## src/rtl/npt_pkg.sv

```systemverilog
package npt_pkg;
    localparam int UNC_W = 32;
    localparam int DET_W = 3;
    localparam int ERR_W = 5;

    // internal error-mask bit positions
    localparam int EB_UR   = 0;
    localparam int EB_CA   = 1;
    localparam int EB_EP   = 2;
    localparam int EB_ECRC = 3;
    localparam int EB_TO   = 4;

    // uncorrectable-status bit positions
    localparam int UNC_EP    = 12;
    localparam int UNC_CA    = 15;
    localparam int UNC_UNEXP = 16;
    localparam int UNC_ECRC  = 19;
    localparam int UNC_UR    = 20;

    // local error-detect bit positions
    localparam int DET_TO = 0;
    localparam int DET_NS = 1;
    localparam int DET_CA = 2;

    typedef logic [ERR_W-1:0] err_mask_t;

    typedef enum logic [1:0] {
        CS_OK  = 2'd0,
        CS_UR  = 2'd1,
        CS_CA  = 2'd2,
        CS_RSV = 2'd3
    } cpl_status_e;

    typedef enum logic {
        ES_FREE    = 1'b0,
        ES_PENDING = 1'b1
    } entry_state_e;
endpackage

```

## src/rtl/npt_classify.sv

```systemverilog
module npt_classify
    import npt_pkg::*;
(
    input  logic [1:0] status,
    input  logic       poisoned,
    input  logic       ecrc_err,
    output err_mask_t  err
);
    always_comb begin
        err = '0;
        unique case (cpl_status_e'(status))
            CS_OK:         ;
            CS_UR, CS_RSV: err[EB_UR] = 1'b1;
            CS_CA:         err[EB_CA] = 1'b1;
        endcase
        err[EB_EP]   = poisoned;
        err[EB_ECRC] = ecrc_err;
    end
endmodule

```

## src/rtl/npt_entry.sv

```systemverilog
module npt_entry
    import npt_pkg::*;
#(
    parameter int PIECE_W = 4,
    parameter int TMR_W   = 16
) (
    input  logic               clk,
    input  logic               rst_n,
    input  logic               issue,
    input  logic [PIECE_W-1:0] issue_pieces,
    input  logic [TMR_W-1:0]   tmo_load,
    input  logic               hit,
    input  err_mask_t          hit_err,
    output logic               busy,
    output logic               commit,
    output err_mask_t          commit_mask
);
    localparam logic [PIECE_W-1:0] LAST_ONE = PIECE_W'(1);
    localparam err_mask_t          TO_MASK  = err_mask_t'(1) << EB_TO;

    entry_state_e       state_q, state_d;
    logic [PIECE_W-1:0] cnt_q, cnt_d;
    logic [TMR_W-1:0]   tmr_q, tmr_d;
    err_mask_t          acc_q, acc_d;
    logic               last_piece, expire;

    // state register
    always_ff @(posedge clk or negedge rst_n) begin
        if (!rst_n) state_q <= ES_FREE;
        else        state_q <= state_d;
    end

    always_ff @(posedge clk or negedge rst_n) begin
        if (!rst_n) begin
            cnt_q <= '0;
            tmr_q <= '0;
            acc_q <= '0;
        end else begin
            cnt_q <= cnt_d;
            tmr_q <= tmr_d;
            acc_q <= acc_d;
        end
    end

    // outputs
    always_comb begin
        busy        = (state_q == ES_PENDING);
        last_piece  = busy && hit && (cnt_q == LAST_ONE);
        expire      = busy && !hit && (tmr_q == '0);
        commit      = last_piece || expire;
        commit_mask = hit ? (acc_q | hit_err) : (acc_q | TO_MASK);
    end

    // next state: ISSUE, PIECE, LAST_PIECE, EXPIRE
    always_comb begin
        state_d = state_q;
        cnt_d   = cnt_q;
        tmr_d   = tmr_q;
        acc_d   = acc_q;
        unique case (state_q)
            ES_FREE: begin
                if (issue) begin
                    state_d = ES_PENDING;
                    cnt_d   = issue_pieces;
                    tmr_d   = tmo_load;
                    acc_d   = '0;
                end
            end
            ES_PENDING: begin
                if (last_piece || expire) begin
                    state_d = ES_FREE;
                end else if (hit) begin
                    acc_d = acc_q | hit_err;
                    cnt_d = cnt_q - LAST_ONE;
                    tmr_d = tmo_load;
                end else begin
                    tmr_d = tmr_q - TMR_W'(1);
                end
            end
        endcase
    end

    p_pending_has_pieces_r8: assert property (@(posedge clk) disable iff (!rst_n)
        busy |-> (cnt_q != '0));
    p_commit_frees_r7: assert property (@(posedge clk) disable iff (!rst_n)
        commit |=> !busy);
    p_hold_until_resolved_r7: assert property (@(posedge clk) disable iff (!rst_n)
        (busy && !commit) |=> busy);
    p_expiry_logs_timeout_r1: assert property (@(posedge clk) disable iff (!rst_n)
        (busy && !hit && commit) |-> commit_mask[EB_TO]);
endmodule

```

## src/rtl/npt_status.sv

```systemverilog
module npt_status
    import npt_pkg::*;
(
    input  logic             clk,
    input  logic             rst_n,
    input  err_mask_t        commit_err,
    input  logic             unexpected,
    input  logic [UNC_W-1:0] unc_clr,
    input  logic [DET_W-1:0] det_clr,
    input  logic [UNC_W-1:0] unc_en,
    input  logic [DET_W-1:0] det_en,
    output logic [UNC_W-1:0] unc_status,
    output logic [DET_W-1:0] det_status,
    output logic             irq
);
    logic [UNC_W-1:0] unc_set;
    logic [DET_W-1:0] det_set;

    always_comb begin
        unc_set            = '0;
        det_set            = '0;
        unc_set[UNC_UR]    = commit_err[EB_UR];
        unc_set[UNC_CA]    = commit_err[EB_CA];
        unc_set[UNC_EP]    = commit_err[EB_EP];
        unc_set[UNC_ECRC]  = commit_err[EB_ECRC];
        unc_set[UNC_UNEXP] = unexpected;
        det_set[DET_TO]    = commit_err[EB_TO];
        det_set[DET_NS]    = commit_err[EB_UR] | commit_err[EB_CA];
        det_set[DET_CA]    = commit_err[EB_CA];
    end

    always_ff @(posedge clk or negedge rst_n) begin
        if (!rst_n) begin
            unc_status <= '0;
            det_status <= '0;
        end else begin
            unc_status <= (unc_status & ~unc_clr) | unc_set;
            det_status <= (det_status & ~det_clr) | det_set;
        end
    end

    assign irq = (|(unc_status & unc_en)) | (|(det_status & det_en));

    p_unc_sticky_r10: assert property (@(posedge clk) disable iff (!rst_n)
        1'b1 |=> ((unc_status & $past(unc_status & ~unc_clr)) == $past(unc_status & ~unc_clr)));
    p_det_sticky_r10: assert property (@(posedge clk) disable iff (!rst_n)
        1'b1 |=> ((det_status & $past(det_status & ~det_clr)) == $past(det_status & ~det_clr)));
    p_irq_gated_r9: assert property (@(posedge clk) disable iff (!rst_n)
        ((unc_en == '0) && (det_en == '0)) |-> !irq);
endmodule

```

## src/rtl/npt_tracker.sv

```systemverilog
module npt_tracker
    import npt_pkg::*;
#(
    parameter int NUM_TAGS = 8,
    parameter int PIECE_W  = 4,
    parameter int TMR_W    = 16,
    localparam int TAG_W   = $clog2(NUM_TAGS)
) (
    input  logic                clk,
    input  logic                rst_n,
    input  logic                req_valid,
    input  logic [TAG_W-1:0]    req_tag,
    input  logic [PIECE_W-1:0]  req_pieces,
    input  logic                cpl_valid,
    input  logic [TAG_W-1:0]    cpl_tag,
    input  logic [1:0]          cpl_status,
    input  logic                cpl_poisoned,
    input  logic                cpl_ecrc_err,
    input  logic [TMR_W-1:0]    cfg_timeout,
    input  logic [UNC_W-1:0]    unc_en,
    input  logic [DET_W-1:0]    det_en,
    input  logic [UNC_W-1:0]    unc_clr,
    input  logic [DET_W-1:0]    det_clr,
    output logic [UNC_W-1:0]    unc_status,
    output logic [DET_W-1:0]    det_status,
    output logic [NUM_TAGS-1:0] tag_busy,
    output logic                irq
);
    err_mask_t               cpl_err;
    err_mask_t               commit_any;
    err_mask_t               commit_mask [NUM_TAGS];
    logic [NUM_TAGS-1:0]     commit_vec;
    logic                    unexpected;

    npt_classify u_classify (
        .status   (cpl_status),
        .poisoned (cpl_poisoned),
        .ecrc_err (cpl_ecrc_err),
        .err      (cpl_err)
    );

    for (genvar g = 0; g < NUM_TAGS; g++) begin : g_entry
        npt_entry #(
            .PIECE_W (PIECE_W),
            .TMR_W   (TMR_W)
        ) u_entry (
            .clk          (clk),
            .rst_n        (rst_n),
            .issue        (req_valid && (req_tag == TAG_W'(g)) && (req_pieces != '0)),
            .issue_pieces (req_pieces),
            .tmo_load     (cfg_timeout),
            .hit          (cpl_valid && (cpl_tag == TAG_W'(g))),
            .hit_err      (cpl_err),
            .busy         (tag_busy[g]),
            .commit       (commit_vec[g]),
            .commit_mask  (commit_mask[g])
        );
    end

    always_comb begin
        commit_any = '0;
        for (int i = 0; i < NUM_TAGS; i++) begin
            if (commit_vec[i]) commit_any = commit_any | commit_mask[i];
        end
    end

    assign unexpected = cpl_valid && !tag_busy[cpl_tag];

    npt_status u_status (
        .clk        (clk),
        .rst_n      (rst_n),
        .commit_err (commit_any),
        .unexpected (unexpected),
        .unc_clr    (unc_clr),
        .det_clr    (det_clr),
        .unc_en     (unc_en),
        .det_en     (det_en),
        .unc_status (unc_status),
        .det_status (det_status),
        .irq        (irq)
    );

    p_unexpected_logged_r2: assert property (@(posedge clk) disable iff (!rst_n)
        (cpl_valid && !tag_busy[cpl_tag]) |=> unc_status[UNC_UNEXP]);
    p_issue_accepted_r8: assert property (@(posedge clk) disable iff (!rst_n)
        (req_valid && (req_pieces != '0) && !tag_busy[req_tag]) |=> tag_busy[$past(req_tag)]);
endmodule

```

## config.mk

```make
export PLATFORM = sky130hd
export DESIGN_NAME = npt_tracker
export DESIGN_NICKNAME = d
export VERILOG_FILES = /design/src/rtl/npt_pkg.sv /design/src/rtl/npt_classify.sv /design/src/rtl/npt_entry.sv /design/src/rtl/npt_status.sv /design/src/rtl/npt_tracker.sv
export SDC_FILE = /design/constraint.sdc
export NUM_CORES = 1
export LEC_CHECK = 0
export BUFFER_PORTS_ARGS = -buffer_cell sky130_fd_sc_hd__buf_4
export CAP_MARGIN = 20
export CORE_MARGIN = 4
export CORE_UTILIZATION = 40
export DETAILED_ROUTE_END_ITERATION = 16
export GPL_ROUTABILITY_DRIVEN = 0
export GPL_TIMING_DRIVEN = 0
export PLACE_DENSITY_LB_ADDON = 0.2
export SYNTH_ARGS = -nofsm -noshare
export SYNTH_HDL_FRONTEND = slang
export SYNTH_SLANG_ARGS = --single-unit
```

## constraint.sdc

```tcl
create_clock -name clk -period 3.13 [get_ports clk]
set_input_delay 0 -clock clk [delete_from_list [all_inputs] [get_ports clk]]
set_output_delay 0 -clock clk [all_outputs]
set_load 0.02 [all_outputs]
```

# == Yosys cells after proc, flatten, opt, wreduce, memory -nomap -nowiden ==
# Index checks and enable logic that the tools add are counted.
# word_totals
regBits,243
input_bits,104
output_inout_bits,44
wordCells,377
# op_classes
add_sub_neg,16
magnitude_cmp,1
eq_ne,49
muxes,140
n_bitwise,33
n_reduce_logical,104
# ops
op,count
2-to-1 mux 16 bit,24
one-hot mux 16 bit (2 select lines),8
2-to-1 mux 5 bit,40
zero test 16 bit,8
"subtractor 16 x 1 -> 16 bit, second input constant",8
2-to-1 mux 4 bit,24
one-hot mux 5 bit (2 select lines),8
AND 32 bit,2
one-hot mux 4 bit (2 select lines),8
logical AND 1 bit,57
bitwise OR 5 x 4 -> 5 bit,8
bitwise OR 5 bit,7
"equality test 4 x 1 -> 1 bit, second input constant",8
"!= test 2 x 1 -> 1 bit, second input constant",16
NOT 32 bit,1
bitwise OR 32 x 21 -> 32 bit,1
OR reduction 32 bit,1
"subtractor 4 x 1 -> 4 bit, second input constant",8
"equality test 3 bit, second input constant",8
AND reduction 3 bit,8
2-to-1 mux 1 bit,19
"!= test 2 bit, second input constant",8
one-hot mux 1 bit (2 select lines),8
AND reduction 2 bit,8
17 further kinds,47

# == Longest topological paths before layout ==
# Gate-level depths: netlist of the first run.
# logic_depth
word_depth,23
depth_mapped,11
ltp_nobuf,10

# == Hierarchy ==
# From an unflattened synthesis of the first run, not the netlist that was laid out.
# hier_totals
hier_cells,1630
hier_area_um2,14722.9
# by_module_without_submodules
mod,n_inst,cells_per_inst,area_each_um2,seq_area_each_um2
npt_entry (g_entry[1].u_entry ...),4,181,1627.8,650.6
npt_entry (g_entry[5].u_entry ...),2,182,1566.5,650.6
npt_entry (g_entry[0].u_entry),1,191,1714.1,650.6
npt_entry (g_entry[7].u_entry),1,180,1570.3,650.6
npt_status,1,100,1316.3,875.8
npt_tracker,1,65,441.7,0.0
npt_classify,1,6,36.3,0.0

# == Worst setup path after synthesis of the first run ==
# Ideal clock, no wire load.
# synth_path
path_kind,register to register
startpoint,reg g_entry[7].u_entry.tmr_q[0]
endpoint,reg g_entry[7].u_entry.tmr_q[4]
arrival_time_ns,2.463
required_ns,2.992
slack_ns,0.530
stages_incl_launch_ff,12
path_buffers,2
cell_sequence,dfrtp_1 inv_1 ha_1 or4b_2 clkbuf_1 nor3_1 a311o_1 inv_1 buf_2 o21a_1 o22ai_1 a31oi_1
# synth_between
elab_chain_cells,5
elab_cells_between_ends,9
classes_between,add/sub (1); eq/ne (1); mux (3); reduce/logical (4)
# synth_rtl
element,line_no,source
from (decl),npt_entry.sv:23,"logic [TMR_W-1:0] tmr_q, tmr_d;"
from (signal assigned),npt_entry.sv:40,tmr_q <= tmr_d;
"parallel branches: the longest is 5 deep, another holds subtractor 16 x 1 -> 16 bit",n/a,
# Several ways; the timed one is not identified. The select of a mux whose other input is x is not followed.
# A chain may end at the register's enable or synchronous reset.

# == Worst setup path after layout of the first run ==
# layout_path
startpoint,reg g_entry[7].u_entry.tmr_q[0]
endpoint,reg g_entry[7].u_entry.tmr_q[6]
# Same word-level chain as after synthesis.

==> results.cfg, run 1 <==
[status]
status = finished clean

[logic_synthesis]
synth_top_family_by_area = compound AO/OA/AOI/OAI gates
netlist_instances = 1575
synth_edf_count = 0
yosys_warnings = 0
seq_area_frac_synth_pct = 44.3
syn-cell-area_sq_mm = 0.0133
syn_nets = 1706
synth-async-reset-ratio_pct = 100
ys_ff_latch = 235
synth_compound_area_share_pct = 25.7
synth-simple-area-share_pct = 21.1
ys_types = 78
avgSynthCellArea_sq_um = 8.44
synth_mux_area_share_pct = 0.951
synth-xor-area-share_pct = 0.0659
synth_top_flop_cell = dfrtp_1
synthAdderAreaFrac_pct = 2.54

[power]
vdd_drop_max_uv = 485
power_mw = 14.7
p_leak_nw = 6.86
powerDensity_mw_per_mm2 = 892

[layout]
drive_gt1_share_pct = 13.2
area.growth.synth_to_final_pct = 23.8
finalInstanceArea_sq_mm = 0.0164
num-nets-final = 1915

[clock_network]
htreeDepth = 1
clockBufferDepth = 3
clk_latency_ns = 0.55
clock-root-buffer = clkbuf_16
numCtsBuffers = 28
clk_pin_slew_ns = 0.06
cts_sinks = 235
cts_tree = yes

[grt]
antenna_found_initial = 2
grt_max_degree = 114
grt_pass1_wl_mm = 70.8
grt_pass1_vias = 12580
grt-ovfl-total = 0
grt_use_total_pct = 24.3

[sta]
rsz0062_at_grt = yes
finalCritPeriodShare_pct = 94.8
hold_slack_ns = 0.0678
finalMaxSlewViolations = 0
tns_ns = 0
fmax_mhz = 337
finalHoldViolCount = 0
relSlewSlack_pct = 32.8
clock-skew-final_ns = 0.0128
setup_viol = 0
finalCriticalPeriod_ns = 2.97
tightestPinTransition_ns = 0.995

[critical_path]
path_class = flip-flop to flip-flop
setup.worst_path.start_class = flip-flop
crit_path_max_fanout = 10
critPathCaptureType = flip-flop
r2r_slack_ns = 0.16
worstPathRequired_ns = 3.52
arrival_ns = 3.36

[detailed_routing]
ant_nets = 0
drt_iter0_drc = 1514
drt-total-wl_mm = 45.4
wire_per_inst_um = 20.2
firstDrtPassIters = 5
vias_per_cell = 5.93
vias = 13321
drc = 0

[job]
maxCapViolCount = 0

[die]
rows = 66
initial_core_util_pct = 40.7
fp.dieH_um = 190
fp.dieW_um = 190
die-area_sq_mm = 0.0362
core_sq_mm = 0.0326
pin_count = 148

[placement]
placed_area_sq_mm = 0.0149
place_hpwl_mm = 31.5
io_buffers = 129

[min_path]
holdCritPathClass = input port to flip-flop
-- report_power, final --
part / internal, mW / leakage [nW] / switching (mW)
Combinational: 2.23 / 3.53 / 3.33
Sequential: 4.24 / 2.81 / 1.18
Clock: 2.37 / 0.518 / 1.33
Total: 8.83 / 6.86 / 5.84
-- per-stage QoR --
step	cells	setup WS, ns	utilization, %
after floorplan	1575	0.530	-
after global placement	2146	-0.338	45.4
after detailed placement	2150	-0.119	45.7
after CTS	2244	0.0552	50.3
after global routing	2246	0.000180	50.4
final	2247	0.162	50.4
-- critical path: stages, from the launching register on --
cell,delay (ns)
dfrtp_1,0.40
inv_1,0.07
ha_1,0.19
or4b_2,0.59
clkbuf_1,0.20
nor3_2,0.35
a311o_1,0.37
clkbuf_1,0.43
o21ai_0,0.20
-- registers in the layout (all words and copies together) (netlist names) --
| register | count |
|---|---|
| g_entry.u_entry.busy | 8 |
| g_entry.u_entry.tmr_q | 128 |
| g_entry.u_entry.acc_q | 32 |
| g_entry.u_entry.cnt_q | 32 |
| u_status.det_status | 3 |
| u_status.unc_status | 32 |
-- layout make-up --
| cell class | instances | area [sq um] |
|---|---|---|
| Inverter | 68 | 258 |
| Tap cell | 442 | 553 |
| Timing Repair Buffer | 180 | 1510 |
| Multi-Input combinational cell | 1166 | 6740 |
| Buffer | 105 | 449 |
| Clock inverter | 14 | 251 |
| Clock buffer | 36 | 802 |
| Antenna cell | 1 | 2.50 |
| Sequential cell | 235 | 5880 |
| Fill cell | 3021 | 16200 |
-- worst paths after layout --
check,startpoint,end,cells after the start
min reg2reg,g_entry[1].u_entry.tmr_q[6],g_entry[1].u_entry.tmr_q[6],1
min in group asynchronous,rst_n,g_entry[7].u_entry.tmr_q[11],3
min,cfg_timeout[3],g_entry[6].u_entry.tmr_q[3],3
max,g_entry[7].u_entry.tmr_q[0],g_entry[7].u_entry.tmr_q[6],8
max reg2reg,g_entry[7].u_entry.tmr_q[0],g_entry[7].u_entry.tmr_q[6],8
max in group asynchronous,rst_n,g_entry[7].u_entry.tmr_q[6],3
-- cell usage in the layout (no fill, tap or decap), types with 10 or more instances in the layout --
cell type,instances
a21oi_1,197
a22oi_1,35
a31oi_1,27
buf_2,13
buf_4,140
clkbuf_1,75
clkbuf_16,29
dfrtp_1,235
dlygate4sd3_1,44
ha_1,27
inv_1,64
nand2_1,80
nand2b_1,11
nand3_1,42
nand3b_1,10
nand4_1,16
nor2_1,196
nor2b_1,33
nor3_1,68
nor3b_1,10
nor4_1,26
o21ai_0,147
o22a_1,11
o22ai_1,50
or3_1,21
or4_1,12
-- synth_stat cells (all sizes together), types with 7 or more instances --
cell type  count  area (sq um)
a211oi         7          52.6
a21oi        197           986
a221oi         7          61.3
a22oi         35           263
a31oi         28           175
buf           31           169
clkbuf        75           284
dfrtp        235          5880
ha            27           338
inv           65           246
mux2i          7          70.1
nand2         81           312
nand2b        11          68.8
nand3         43           215
nand3b        10          75.1
nand4         16           100
nor2         197           742
nor2b         33           206
nor3          70           350
nor3b         12          90.1
nor4          27           169
o211ai        10          80.1
o21a           9          67.6
o21ai        149           753
o22a          11          96.3
o22ai         50           313
o2bb2ai        8          70.1
o32ai          8          70.1
or3           21           131
or4           13           101
-- routing by layer --
layer  track usage, %  vias up  share of wire, %
met1             34.9     6405                44
met3             4.34       88               9.0
met5                0        -             0.037
li1                 -     6227                 -
met2             38.1      599                44
met4             6.49        2               2.4
-- cells by family after synthesis --
group,Yosys count
and+or+nand+nor,562
buffers and inverters,174
AOI/OAI and AO/OA,566
DFF,235
muxes,10
xor gates and xnor gates,1
adders and majority gates,27
-- timing repair --
action,4_1_cts,5_1_grt
gates resized for setup,2,6
setup buffers,0,3
pin swaps,0,1
hold endpoints to repair,312,0
endpoints found under the setup margin,9,69
hold buffers,44,0
Power figures use the tool's default switching activity.
==> run 2: changes to the inputs <==
--- a/config.mk
+++ b/config.mk
@@ -12,7 +12,7 @@
 export DETAILED_ROUTE_END_ITERATION = 16
 export GPL_ROUTABILITY_DRIVEN = 0
 export GPL_TIMING_DRIVEN = 0
-export PLACE_DENSITY_LB_ADDON = 0.2
+export PLACE_DENSITY_LB_ADDON = 0.1
 export SYNTH_ARGS = -nofsm -noshare
 export SYNTH_HDL_FRONTEND = slang
 export SYNTH_SLANG_ARGS = --single-unit
==> run 2 against run 1 <==
Compared with the run above:
- via count up 0.11%
- total power down 1.0%
- utilization shrank 0.13 points
- non-clock buffer count fell by 3
- routed wire length rose by 4.1%
- largest cell class unchanged
- largest power group unchanged
- highest routed layer is now met4
==> results.cfg, run 2 (synthesis gave the netlist of run 1 again) <==
[power]
power_mw = 14.5
p_leak_nw = 6.85
vdd_drop_max_uv = 467
powerDensity_mw_per_mm2 = 885

[die]
die-area_sq_mm = 0.0362
initial_core_util_pct = 40.7
rows = 66
fp.dieW_um = 190
fp.dieH_um = 190
pin_count = 148
core_sq_mm = 0.0326

[layout]
num-nets-final = 1913
drive_gt1_share_pct = 13.1
finalNonFillerCells = 2246
final_common_cell = dfrtp_1
largest_register_ffs = 128
area.growth.synth_to_final_pct = 23.5
regMostFlops = g_entry.u_entry.tmr_q
mostFrequentLayoutCells = dfrtp_1 (235), a21oi_1 (197), nor2_1 (196), o21ai_0 (147), buf_4 (138)

[placement]
place_hpwl_mm = 32.2
placedCellCount = 2150
io_buffers = 129

[detailed_routing]
drc = 0
drt-total-wl_mm = 47.2
ant_nets = 0
firstDrtPassIters = 5
wire_per_inst_um = 21.0
vias_per_cell = 5.94
vias = 13335
drt_iter0_drc = 1060

[grt]
grt_pass1_vias = 12704
grt_max_degree = 108
grt_use_total_pct = 25.4
grt-ovfl-total = 0
grt_pass1_wl_mm = 73.2
antenna_found_initial = 1

[min_path]
holdCritPathClass = input port to asynchronous set/reset pin

[clock_network]
clk_latency_ns = 0.55
clock-root-buffer = clkbuf_16
cts_setup_buffers = 0
cts_sinks = 235
clk_pin_slew_ns = 0.06
htreeDepth = 1
clockBufferDepth = 3
cts_tree = yes
numCtsBuffers = 29

[sta]
tns_ns = 0
relSlewSlack_pct = 25.8
clock-skew-final_ns = 0.0133
rsz0062_at_grt = no
finalMaxSlewViolations = 0
tightestPinTransition_ns = 1.11
finalHoldViolCount = 0
fmax_mhz = 332
finalCritPeriodShare_pct = 96.3
finalCriticalPeriod_ns = 3.02
setup_viol = 0

[critical_path]
worstPathRequired_ns = 3.60
crit_path_max_fanout = 10
arrival_ns = 3.48
path_class = flip-flop to flip-flop
critPathCaptureType = flip-flop
setup.worst_path.start_class = flip-flop

[status]
status = finished clean

[job]
maxCapViolCount = 0
run 2: changes by cell type in the layout (fill, tap and decap cells not counted), sizes merged:
cell,delta
buf,-1
clkbuf,+7
bufinv,-3
dlygate4sd3,-3
clkinvlp,-1
run 2: metrics by stage:
| step | hold slack (ns) | instance area (sq um) | setup WS [ns] | util [%] |
|---|---|---|---|---|
| after global placement | 0.154 | 14800 | -0.420 | 45.4 |
| after floorplan | -0.296 | 13300 | 0.530 | - |
| final | 0.0147 | 16400 | 0.115 | 50.3 |
| after detailed placement | -0.0683 | 14900 | -0.201 | 45.7 |
| after CTS | 0.00228 | 16400 | 0.0717 | 50.2 |
| after global routing | 0.0346 | 16400 | 0.00303 | 50.3 |
run 2: area by class of cell:
cell class,count,area (sq um)
Fill cell,3082,16200
Sequential cell,235,5880
Multi-Input combinational cell,1166,6750
Clock inverter,10,154
Clock buffer,42,865
Inverter,68,258
Buffer,106,453
Antenna cell,1,2.50
Tap cell,442,553
Timing Repair Buffer,176,1490
run 2: worst paths after layout:
path	start	end	slack, ns	cells after the start
setup / recovery	g_entry[1].u_entry.tmr_q[8]	g_entry[1].u_entry.acc_q[1]	0.11	6
hold / removal	rst_n	u_status.unc_status[28]	0.01	3
hold reg to reg	g_entry[1].u_entry.tmr_q[6]	g_entry[1].u_entry.tmr_q[6]	0.48	1
setup reg to reg	g_entry[1].u_entry.tmr_q[8]	g_entry[1].u_entry.acc_q[1]	0.11	6
min in group clk	unc_clr[12]	u_status.unc_status[12]	0.04	5
max in group asynchronous	rst_n	g_entry[4].u_entry.tmr_q[12]	2.15	4
run 2: metal layers:
| metal | share of wire (%) | vias to the layer above | global-route usage, % | wire [um] |
|---|---|---|---|---|
| met3 | 8.6 | 89 | 5.49 | 4080 |
| met4 | 3.0 | 0 | 6.77 | 1410 |
| li1 | - | 6216 | - | - |
| met5 | 0 | - | 0 | 0 |
| met2 | 43 | 546 | 39.1 | 20400 |
| met1 | 45 | 6484 | 36.5 | 21400 |
run 2: critical path, stage by stage, from the launching register on:
cell and delay, ns:
dfrtp_1 0.44, or4_1 0.60, or4_1 0.60, o211ai_2 0.45, clkbuf_1 0.47, nor2_1 0.20, nor2_1 0.17
run 2: repair_timing:
| action | 4_1_cts | 5_1_grt |
|---|---|---|
| gates resized for setup | 3 | 5 |
| hold buffers | 42 | 0 |
| setup endpoints to repair | 23 | 19 |
| endpoints found under the hold margin | 200 | 0 |
| pin swaps | 0 | 1 |
run 2: power breakdown:
part           switching, mW  internal (mW)  total, mW  leakage, nW
clock                   1.34           2.23       3.57        0.507
sequential              1.20           4.24       5.44         2.81
combinational           3.30           2.20       5.51         3.53
total                   5.85           8.67       14.5         6.85
==> run 3: changes to the inputs <==
==> constraint.sdc (replaced) <==
create_clock -name clk -period 3.6 [get_ports clk]
set_input_delay 0 -clock clk [delete_from_list [all_inputs] [get_ports clk]]
set_output_delay 0 -clock clk [all_outputs]
set_load 0.02 [all_outputs]
==> run 3 against run 2 <==
Compared with the run above:
- die area unchanged
- via count up 0.10%
- clock skew down 0.0020 ns
- critical endpoint is now g_entry[7].u_entry.acc_q[2]
- largest power group unchanged
- highest routed layer unchanged
==> results.cfg, run 3 (synthesis gave the netlist of run 1 again) <==
[sta]
setup_viol = 0
clock-skew-final_ns = 0.0113
tns_ns = 0
tightestPinTransition_ns = 1.14
finalHoldViolCount = 0
finalMaxSlewViolations = 0
finalCritPeriodShare_pct = 89.5
rsz0062_at_grt = no
fmax_mhz = 310
timing.final.ws_setup_ns = 0.376
finalCriticalPeriod_ns = 3.22
relSlewSlack_pct = 23.8

[clock_network]
clk_pin_slew_ns = 0.06
cts_setup_buffers = 0
htreeDepth = 1
numCtsBuffers = 29
clockBufferDepth = 3
clock-root-buffer = clkbuf_16
clk_latency_ns = 0.55
cts_resized = 0
cts_tree = yes
postCtsHoldBufs = 42
cts_sinks = 235

[layout]
largest_register_ffs = 128
final_common_cell = dfrtp_1
num-nets-final = 1913
area.growth.synth_to_final_pct = 23.2
n_fill_cell = 3084
regMostFlops = g_entry.u_entry.tmr_q
mostFrequentLayoutCells = dfrtp_1 (235), a21oi_1 (197), nor2_1 (196), o21ai_0 (147), buf_4 (138)
finalInstanceArea_sq_mm = 0.0164
drive_gt1_share_pct = 12.8

[placement]
io_buffers = 129
dp_slack_ns = 0.269
placed_area_sq_mm = 0.0149
place_hpwl_mm = 32.2

[critical_path]
arrival_ns = 3.64
setup.worst_path.start_class = flip-flop
worstPathRequired_ns = 4.02
critPathCaptureType = flip-flop
crit_path_max_fanout = 10
path_class = flip-flop to flip-flop

[detailed_routing]
firstDrtPassIters = 5
drt_iter0_drc = 1093
vias = 13349
vias_per_cell = 5.94
ant_nets = 0
wire_per_inst_um = 21.0
drc = 0
drt-total-wl_mm = 47.3

[die]
rows = 66
initial_core_util_pct = 40.7
die-area_sq_mm = 0.0362
pin_count = 148
fp.dieH_um = 190
core_sq_mm = 0.0326
fp.dieW_um = 190

[job]
maxCapViolCount = 0

[grt]
grt_pass1_wl_mm = 73.1
grt-ovfl-total = 0
grt_pass1_vias = 12686
grt_max_degree = 108
grt_use_total_pct = 25.4
antenna_found_initial = 1

[power]
powerDensity_mw_per_mm2 = 770
vdd_drop_max_uv = 405
p_leak_nw = 6.83
power_mw = 12.6

[min_path]
holdCritPathClass = input port to asynchronous set/reset pin

[status]
status = finished clean
-- run 3: cell counts in the layout (fill, tap and decap cells not counted) --
No cell type changed its count.
-- run 3: worst paths after layout --
check / slack (ns) / cells after the start / end / startpoint
max: 0.38 / 10 / g_entry[7].u_entry.acc_q[2] / g_entry[7].u_entry.tmr_q[0]
min: 0.02 / 3 / u_status.unc_status[28] / rst_n
max reg2reg: 0.38 / 10 / g_entry[7].u_entry.acc_q[2] / g_entry[7].u_entry.tmr_q[0]
min reg2reg: 0.48 / 1 / g_entry[1].u_entry.tmr_q[6] / g_entry[1].u_entry.tmr_q[6]
max in group asynchronous: 2.62 / 4 / g_entry[4].u_entry.tmr_q[12] / rst_n
min in group clk: 0.04 / 5 / u_status.unc_status[12] / unc_clr[12]
-- run 3: through the flow --
step | std cells | util (%) | hold slack (ns)
finish | 2246 | 50.2 | 0.0158
global route | 2246 | 50.2 | 0.0346
CTS | 2244 | 50.2 | 0.00228
detailed placement | 2150 | 45.7 | -0.0683
global placement | 2146 | 45.4 | 0.154
floorplan | 1575 | - | -0.296
-- run 3: critical path: stages (launching register included) --
cell and delay, ns:
dfrtp_1 0.40, inv_1 0.08, ha_1 0.19, or4b_2 0.60, clkbuf_1 0.19, nor3_1 0.56
a311o_1 0.43, nor2_1 0.11, clkbuf_1 0.25, a21oi_1 0.23, nor2_1 0.06
-- run 3: where the power goes --
part	internal, mW	leakage [nW]	switching [mW]
Clock	1.94	0.507	1.17
Combinational	1.91	3.52	2.87
Sequential	3.69	2.81	1.03
-- run 3: area by class of cell --
class	count	area, sq um	area share (%)
timing repair buffer	176	1490	9.10
buffer	106	453	2.77
clock inverter	10	154	0.940
tap	442	553	3.38
clock buffer	42	865	5.28
antenna	1	2.50	0.0153
multi-input combinational	1166	6710	41.0
sequential	235	5880	35.9
inverter	68	258	1.57
-- run 3: metal layers --
layer | global-route usage (%) | part of all wire (%) | vias up
li1 | - | - | 6206
met1 | 36.5 | 46 | 6496
met2 | 39.1 | 43 | 560
met3 | 5.49 | 8.3 | 87
met4 | 6.77 | 2.9 | 0
met5 | 0 | 0 | -
